`src/rtl/sync_pulse_pkg.sv`:
```
package sync_pulse_pkg;
  localparam int unsigned DLY_W       = 3;
  localparam int unsigned SYNC_STAGES = 2;
  localparam int unsigned TAPS        = 1 << DLY_W;

  typedef enum logic {
    POL_FALL = 1'b0,
    POL_RISE = 1'b1
  } edge_pol_e;
endpackage

```
`src/rtl/sync_chain.sv`:
```
module sync_chain #(
  parameter int unsigned STAGES = 2
) (
  input  logic clk,
  input  logic rst_n,
  input  logic d_in,
  output logic d_out
);
  logic [STAGES-1:0] stage_q;

  genvar g;
  generate
    for (g = 0; g < STAGES; g++) begin : g_stage
      if (g == 0) begin : g_first
        always_ff @(posedge clk or negedge rst_n) begin
          if (!rst_n) stage_q[g] <= 1'b0;
          else        stage_q[g] <= d_in;
        end
      end else begin : g_next
        always_ff @(posedge clk or negedge rst_n) begin
          if (!rst_n) stage_q[g] <= 1'b0;
          else        stage_q[g] <= stage_q[g-1];
        end
      end
    end
  endgenerate

  assign d_out = stage_q[STAGES-1];
endmodule

```
`src/rtl/edge_qual.sv`:
```
module edge_qual
  import sync_pulse_pkg::*;
(
  input  logic clk,
  input  logic rst_n,
  input  logic lvl,
  input  logic enable,
  input  logic pol,
  output logic hit
);
  logic      lvl_d;
  logic      went_up, went_down;
  edge_pol_e pol_sel;

  always_ff @(posedge clk or negedge rst_n) begin
    if (!rst_n) lvl_d <= 1'b0;
    else        lvl_d <= lvl;
  end

  always_comb begin
    pol_sel   = edge_pol_e'(pol);
    went_up   = lvl & ~lvl_d;
    went_down = ~lvl & lvl_d;
    unique case (pol_sel)
      POL_RISE: hit = enable & went_up;
      POL_FALL: hit = enable & went_down;
      default:  hit = 1'b0;
    endcase
  end
endmodule

```
`src/rtl/delay_line.sv`:
```
module delay_line
  import sync_pulse_pkg::*;
(
  input  logic             clk,
  input  logic             rst_n,
  input  logic             enable,
  input  logic             fire,
  input  logic [DLY_W-1:0] dly,
  output logic             pulse
);
  logic [TAPS-1:0] line_q;

  genvar t;
  generate
    for (t = 0; t < TAPS; t++) begin : g_tap
      logic from_above;
      logic load_here;
      if (t == TAPS - 1) begin : g_top
        assign from_above = 1'b0;
      end else begin : g_mid
        assign from_above = line_q[t+1];
      end
      assign load_here = fire && (dly == DLY_W'(t));

      always_ff @(posedge clk or negedge rst_n) begin
        if (!rst_n)       line_q[t] <= 1'b0;
        else if (!enable) line_q[t] <= 1'b0;
        else              line_q[t] <= from_above | load_here;
      end
    end
  endgenerate

  assign pulse = line_q[0];

  AST_DISABLED_QUIET: assert property (@(posedge clk) disable iff (!rst_n)
    !enable |=> (line_q == '0)) else $error("pending pulse survived disable");
endmodule

```
`src/rtl/sync_pulse_gen.sv`:
```
module sync_pulse_gen
  import sync_pulse_pkg::*;
(
  input  logic             clk_m,
  input  logic             rst_n,
  input  logic             sync_in,
  input  logic             det_en,
  input  logic             edge_pol,
  input  logic [DLY_W-1:0] dly_sel,
  output logic             sync_out
);
  logic lvl_sync;
  logic edge_hit;
  logic delayed_pulse;

  sync_chain #(.STAGES(SYNC_STAGES)) u_sync (
    .clk   (clk_m),
    .rst_n (rst_n),
    .d_in  (sync_in),
    .d_out (lvl_sync)
  );

  edge_qual u_edge (
    .clk    (clk_m),
    .rst_n  (rst_n),
    .lvl    (lvl_sync),
    .enable (det_en),
    .pol    (edge_pol),
    .hit    (edge_hit)
  );

  delay_line u_dly (
    .clk    (clk_m),
    .rst_n  (rst_n),
    .enable (det_en),
    .fire   (edge_hit),
    .dly    (dly_sel),
    .pulse  (delayed_pulse)
  );

  always_comb begin
    if (!rst_n)      sync_out = 1'b0;
    else if (det_en) sync_out = delayed_pulse;
    else             sync_out = sync_in;
  end

  // Assertion qualifier: counts clocks since reset so that $past never reaches into reset.
  logic [1:0] warm_cnt;
  logic       warm;
  always_ff @(posedge clk_m or negedge rst_n) begin
    if (!rst_n)             warm_cnt <= 2'd0;
    else if (warm_cnt != 2'd3) warm_cnt <= warm_cnt + 2'd1;
  end
  assign warm = (warm_cnt == 2'd3);

  AST_RISE_FROM_INPUT: assert property (@(posedge clk_m) disable iff (!rst_n)
    (warm && edge_pol && edge_hit) |-> ($past(sync_in, 2) && !$past(sync_in, 3)))
    else $error("rising hit without rising input");
  AST_FALL_FROM_INPUT: assert property (@(posedge clk_m) disable iff (!rst_n)
    (warm && !edge_pol && edge_hit) |-> (!$past(sync_in, 2) && $past(sync_in, 3)))
    else $error("falling hit without falling input");
  AST_ZERO_DELAY: assert property (@(posedge clk_m) disable iff (!rst_n)
    (det_en && edge_hit && dly_sel == '0) |=> (!det_en || sync_out))
    else $error("zero-delay pulse missing");
  AST_ONE_DELAY: assert property (@(posedge clk_m) disable iff (!rst_n)
    (det_en && edge_hit && dly_sel == DLY_W'(1)) ##1 det_en |=> (!det_en || sync_out))
    else $error("one-clock delayed pulse missing");
endmodule

```
`config.mk`:
```
export PLATFORM = sky130hd
export DESIGN_NAME = sync_pulse_gen
export DESIGN_NICKNAME = d
export VERILOG_FILES = /design/src/rtl/sync_pulse_pkg.sv /design/src/rtl/sync_chain.sv /design/src/rtl/edge_qual.sv /design/src/rtl/delay_line.sv /design/src/rtl/sync_pulse_gen.sv
export SDC_FILE = /design/constraint.sdc
export NUM_CORES = 1
export LEC_CHECK = 0
export ABC_AREA = 0
export BUFFER_PORTS_ARGS = -buffer_cell sky130_fd_sc_hd__buf_2
export CELL_PAD_IN_SITES_DETAIL_PLACEMENT = 1
export CELL_PAD_IN_SITES_GLOBAL_PLACEMENT = 1
export CORE_AREA = 2 2 39 41
export CTS_BUF_LIST = sky130_fd_sc_hd__clkbuf_8
export CTS_CLUSTER_DIAMETER = 40
export CTS_CLUSTER_SIZE = 20
export DETAILED_ROUTE_END_ITERATION = 8
export DIE_AREA = 0 0 41 43
export PLACE_DENSITY_LB_ADDON = 0.1
export SLEW_MARGIN = 15
export SYNTH_ARGS = -nofsm -noshare
export SYNTH_HDL_FRONTEND = slang
export SYNTH_SLANG_ARGS = --single-unit
```
`constraint.sdc`:
```
create_clock -name clk_m -period 1.3 [get_ports clk_m]
set_clock_uncertainty 0.1 [all_clocks]
set_input_delay 0 -clock clk_m [delete_from_list [all_inputs] [get_ports clk_m]]
set_output_delay 0 -clock clk_m [all_outputs]
set_load 0.005 [all_outputs]
```
---- After elaboration in Yosys (flattened, before gate mapping) ----
Index checks and enable logic that the tools add are counted.
word-level totals
  register bits ........................... 11
  bits of input ports ..................... 8
  output and inout port bits .............. 1
  word-level logic and storage cells ...... 52
operators by class
  equality and inequality tests ........... 7
  muxes and demuxes ....................... 11
  bitwise gates (word level) .............. 14
  reductions and logical operators ........ 9
operators with widths
  operator                                       count
  == test 3 bit, second input constant           4
  two-way mux 1 bit                              10
  logical AND 1 bit                              8
  bitwise OR 1 bit                               7
  == test 3 x 2 -> 1 bit, second input constant  2
  bitwise AND 1 bit                              4
  == test 3 x 1 -> 1 bit, second input constant  1
  zero test 3 bit                                1
  inverter 1 bit                                 3
  case mux 1 bit (2 select lines)                1

---- Depth between registers and ports, before layout ----
  word-level depth ........................ 7
  gate-level depth with buffers ........... 3
  depth with buffers taken out ............ 3

---- Cells and area by module ----
From an unflattened synthesis, not the netlist that was laid out.
second synthesis, totals
  cells, all modules ...................... 34
  area total of the unflattened synthesis .. 465.4 um^2
modules (own cells, without submodules)
  module          times used  cells an instance  area an instance (um^2)  sequential area each (um^2)
  delay_line      1           26                 350.3                    200.2
  sync_chain      1           2                  50.0                     50.0
  edge_qual       1           4                  48.8                     25.0
  sync_pulse_gen  1           2                  16.3                     0.0

---- Worst setup path after synthesis ----
No wires, ideal clock.
  kind .................................... flip-flop to flip-flop
  from .................................... register u_sync.stage_q[1], in the netlist u_sync.d_out
  to ...................................... register u_dly.line_q[2], in the netlist u_dly.g_tap[1].from_above
  setup time .............................. 0.127 ns
  arrival ................................. 0.870 ns
  required time ........................... 1.073 ns
  path slack .............................. 0.203 ns
  stages on the path, launching flop included .. 4
  path buffers ............................ 0
  period minus slack after synthesis ...... 1.097 ns
  cells stage by stage .................... dfrtp_1 -> and4b_1 -> a31oi_2 -> o21ai_1
on the way
  longest elaborated chain between the ends .. 7
  elaborated cells between the ends (all ways) .. 9
  classes of those cells .................. mux (2); bitwise (6); reduce/logical (1)
RTL lines
  what                               line              text
  start, declared                    sync_chain.sv:9   logic [STAGES-1:0] stage_q;
  start signal, assigned by index    sync_chain.sv:22  else stage_q[g] <= stage_q[g-1];
  inverter 1 bit                     edge_qual.sv:23   went_down = ~lvl & lvl_d;
  bitwise AND 1 bit                  edge_qual.sv:23
  bitwise AND 1 bit                  edge_qual.sv:26   POL_FALL: hit = enable & went_down;
  case mux 1 bit (2 select lines) *  edge_qual.sv:24   unique case (pol_sel)
  logical AND 1 bit *                delay_line.sv:23  assign load_here = fire && (dly == DLY_W'(t));
  bitwise OR 1 bit *                 delay_line.sv:28  else line_q[t] <= from_above | load_here;
  two-way mux 1 bit *                delay_line.sv:27  else if (!enable) line_q[t] <= 1'b0;
  end signal, assigned by index      delay_line.sv:28
  end, declared                      delay_line.sv:11  logic [TAPS-1:0] line_q;
Every way passes the cells marked *; elsewhere a longest branch is shown, timed or not.

---- Worst setup path in the final report ----
Same ends and word-level chain as after synthesis.

==> reports/qor.tcl <==
set qor(status) {finished clean}
set qor(synthesis.nets) 48
set qor(synth.top_cell.area_share_pct) 61.6
set qor(cts.repair_timing.setup_buffer_count) 0
set qor(cts-root-buf) {clkbuf_8}
set qor(cp.arrival_ps) 1210
set qor(library_cell_occupying_the_most_area_in_the_post_synthesis_netlist) {dfrtp_1}
set qor(layout-drive-gt1-share_pct) 25.5
set qor(criticalPathCategory) {flip-flop to flip-flop}
set qor(maxClockFrequency_mhz) 833
set qor(h_tree_depth) 1
set qor(antenna_left) 0
set qor(ant_diodes) 0
set qor(drt-total-wl_um) 935
set qor(placed_area_um2) 502
set qor(cts_sinks) 11
set qor(worst_hold_startpoint) {det_en}
set qor(worst_pin_slew_ps) 264
set qor(layoutNonFillerInstCount) 71
set qor(cts_buffers) 3
set qor(die_area_um2) 1760
set qor(hold_path_end) {u_dly.g_tap[2].from_above$_DFF_PN0_}
set qor(setup_viol) 0
set qor(whs_ps) 1.73
set qor(tns_ps) 0
set qor(synth_seq_area_share_pct) 61.6
set qor(syn-cell-area_um2) 447
set qor(slew_limit_fails) 0
set qor(last_weighted_congestion_value_of_the_routability_driven_placer) 0.792
set qor(dr_total_vias) 345
set qor(coreArea_um2) 1380
set qor(route.detailed.vias_per_inst) 4.86
set qor(setup.worst_path.end_class) {flip-flop}
set qor(worstHoldPathCells) 3
set qor(finalHoldViolCount) 0
set qor(max-cap-violations) 0
set qor(p_leak_nw) 0.264
set qor(grt_pass1_wl_mm) 1.66
set qor(critical_path.reg2reg.endpoint) {u_dly.g_tap[1].from_above$_DFF_PN0_}
set qor(die_x_um) 41
set qor(worstReg2RegStart) {u_sync.d_out$_DFF_PN0_}
set qor(synth_warnings) 0
set qor(crit_path_start_kind) {flip-flop}
set qor(final_net_count) 64
set qor(worstPathMaxFanout) 5
set qor(num_rows) 14
set qor(io_pins) 9
set qor(clk_pin_slew_worst_paths_ps) 50
set qor(areaGrowthSynthToFinish_pct) 31.4
set qor(grt_pass1_vias) 374
set qor(dp.cells) 63
set qor(power-per-cell-area_nw_per_um2) 1280
set qor(worstPathRequired_ps) 1310
set qor(grt_antenna_before_repair) 0
set qor(sequential_cell_area_um2) 275
set qor(clock_latency_of_the_later_clocked_register_in_the_worst_skew_pair_ps) 240
set qor(netlist_top_cells_area) {dfrtp_1 (62%), o21ai_1 (7.8%), nand2_1 (6.7%)}
set qor(max-clock-path-buffers) 2
set qor(final_period_minus_worst_setup_slack_ps) 1200
set qor(multi_input_comb_area_um2) 166
set qor(port_buffers) 8
set qor(detail_route.drc_violations) 0
set qor(regToRegSetupSlack_ps) 100
set qor(wl_cell_um) 13.2
set qor(distinct_cell_type_count_after_synthesis) 12
set qor(worst_reg2reg_path_depth) 3
set qor(die_height_um) 43
set qor(max-vdd-ir-drop_mv) 0.890
set qor(tritoncts_clock_tree) {built}
set qor(start_util_pct) 32.3
set qor(postCtsResizedCells) 0
set qor(min_path_type) {input port to flip-flop}
set qor(avgSynthCellArea_um2) 11.2
set qor(dr.first_iter.drc_count) 6
set qor(dr.pass1.iters) 4
set qor(global_route.overflow_total) 0
set qor(grt_setup_unrepaired) {no}
set qor(maximum_number_of_pins_on_one_net_before_global_route_repair) 13
set qor(fillCellCount) 151
set qor(finish.instance_area_um2) 587
set qor(ys_ff_latch) 11
set qor(postSynthCellCount) 40
set qor(max_slew_headroom_pct) 82.4
set qor(final.period_utilization_pct) 92.4
set qor(global_route.usage.total_pct) 14.8
-- placed cells by master, fill, tap and decap left out --
cell,instances
nand2_1,8
buf_2,8
o21ai_1,7
dlygate4sd3_1,4
inv_1,1
clkbuf_8,3
nand3_1,1
and4b_1,1
nand3b_1,2
dfrtp_1,11
nor2_1,4
nor4b_2,1
mux2i_1,1
nor2b_1,1
a31oi_2,2
-- layout make-up --
cell class              instances  share of cell area (%)
clock buffers                   3                    7.04
clock inverters                 1                   0.640
flip-flops and latches         11                    46.9
well taps                      16                    3.41
repair buffers                 12                    13.6
multi-input cells              28                    28.4
-- worst max-delay path, stage by stage, from the launching register on --
cell,delay (ps)
dfrtp_1,420
and4b_1,210
a31oi_2,230
o21ai_1,120
-- flip-flops by register name, indices dropped and copies added, names as in the netlist --
name	count
u_dly.g_tap.from_above	7
u_dly.pulse	1
u_edge.lvl_d	1
u_sync.d_out	1
u_sync.stage_q	1
-- kinds of logic (layout without fill, tap and decap cells) --
family	after synthesis	count (layout)	synth area share [%]
buffers and inverters	1	16	1.12
and+or+nand+nor	18	18	21.6
DFF	11	11	61.6
AOI/OAI and AO/OA	9	9	13.4
muxes	1	1	2.24
-- synth_stat cells --
cell type / count
nand3b_1: 2
nor2_1: 4
a31oi_2: 2
dfrtp_1: 11
nand2_1: 8
o21ai_1: 7
nor4b_2: 1
mux2i_1: 1
nand3_1: 1
nor2b_1: 1
buf_2: 1
and4b_1: 1
-- layer usage --
metal | vias to the layer above | global-route usage (%) | share of wire, %
met5 | - | 0 | 0
met4 | 0 | 10.0 | 3.2
met3 | 4 | 4.71 | 3.2
met2 | 10 | 18.8 | 46
met1 | 162 | 20.7 | 47
li1 | 169 | - | -
-- stage by stage --
stage / total power [mW] / worst slack (ps) / util [%]
after global placement: 0.415 / 83.4 / 36.3
final: 0.749 / 99.1 / 42.4
after global routing: 0.787 / 0.923 / 42.4
after detailed placement: 0.418 / 91.5 / 36.3
after CTS: 0.760 / 78.2 / 42.4
after floorplan: 0.387 / 203 / -
-- worst max path at each step --
stage / startpoint / to / slack (ps) / cells after the start
2_1_floorplan: u_sync.d_out$_DFF_PN0_ / u_dly.g_tap[1].from_above$_DFF_PN0_ / 200 / 3
6_report: u_sync.d_out$_DFF_PN0_ / u_dly.g_tap[1].from_above$_DFF_PN0_ / 100 / 3
5_1_grt: u_sync.d_out$_DFF_PN0_ / u_dly.pulse$_DFF_PN0_ / 0.9 / 3
4_1_cts: rst_n / sync_out / 80 / 4
3_5_place_dp: u_sync.d_out$_DFF_PN0_ / u_dly.g_tap[1].from_above$_DFF_PN0_ / 90 / 3
3_3_place_gp: u_sync.d_out$_DFF_PN0_ / u_dly.g_tap[1].from_above$_DFF_PN0_ / 80 / 3
-- what timing repair did --
action	4_1_cts	5_1_grt
endpoints found under the setup margin	0	0
hold endpoints to repair	14	0
hold buffers	4	0
-- power by group --
group / switching, mW / leakage, nW / internal [mW]
logic: 0.0337 / 0.0912 / 0.0281
clock network: 0.121 / 0.0269 / 0.207
registers: 0.00600 / 0.146 / 0.353
total: 0.161 / 0.264 / 0.588
(Power assumes the default switching activity.)
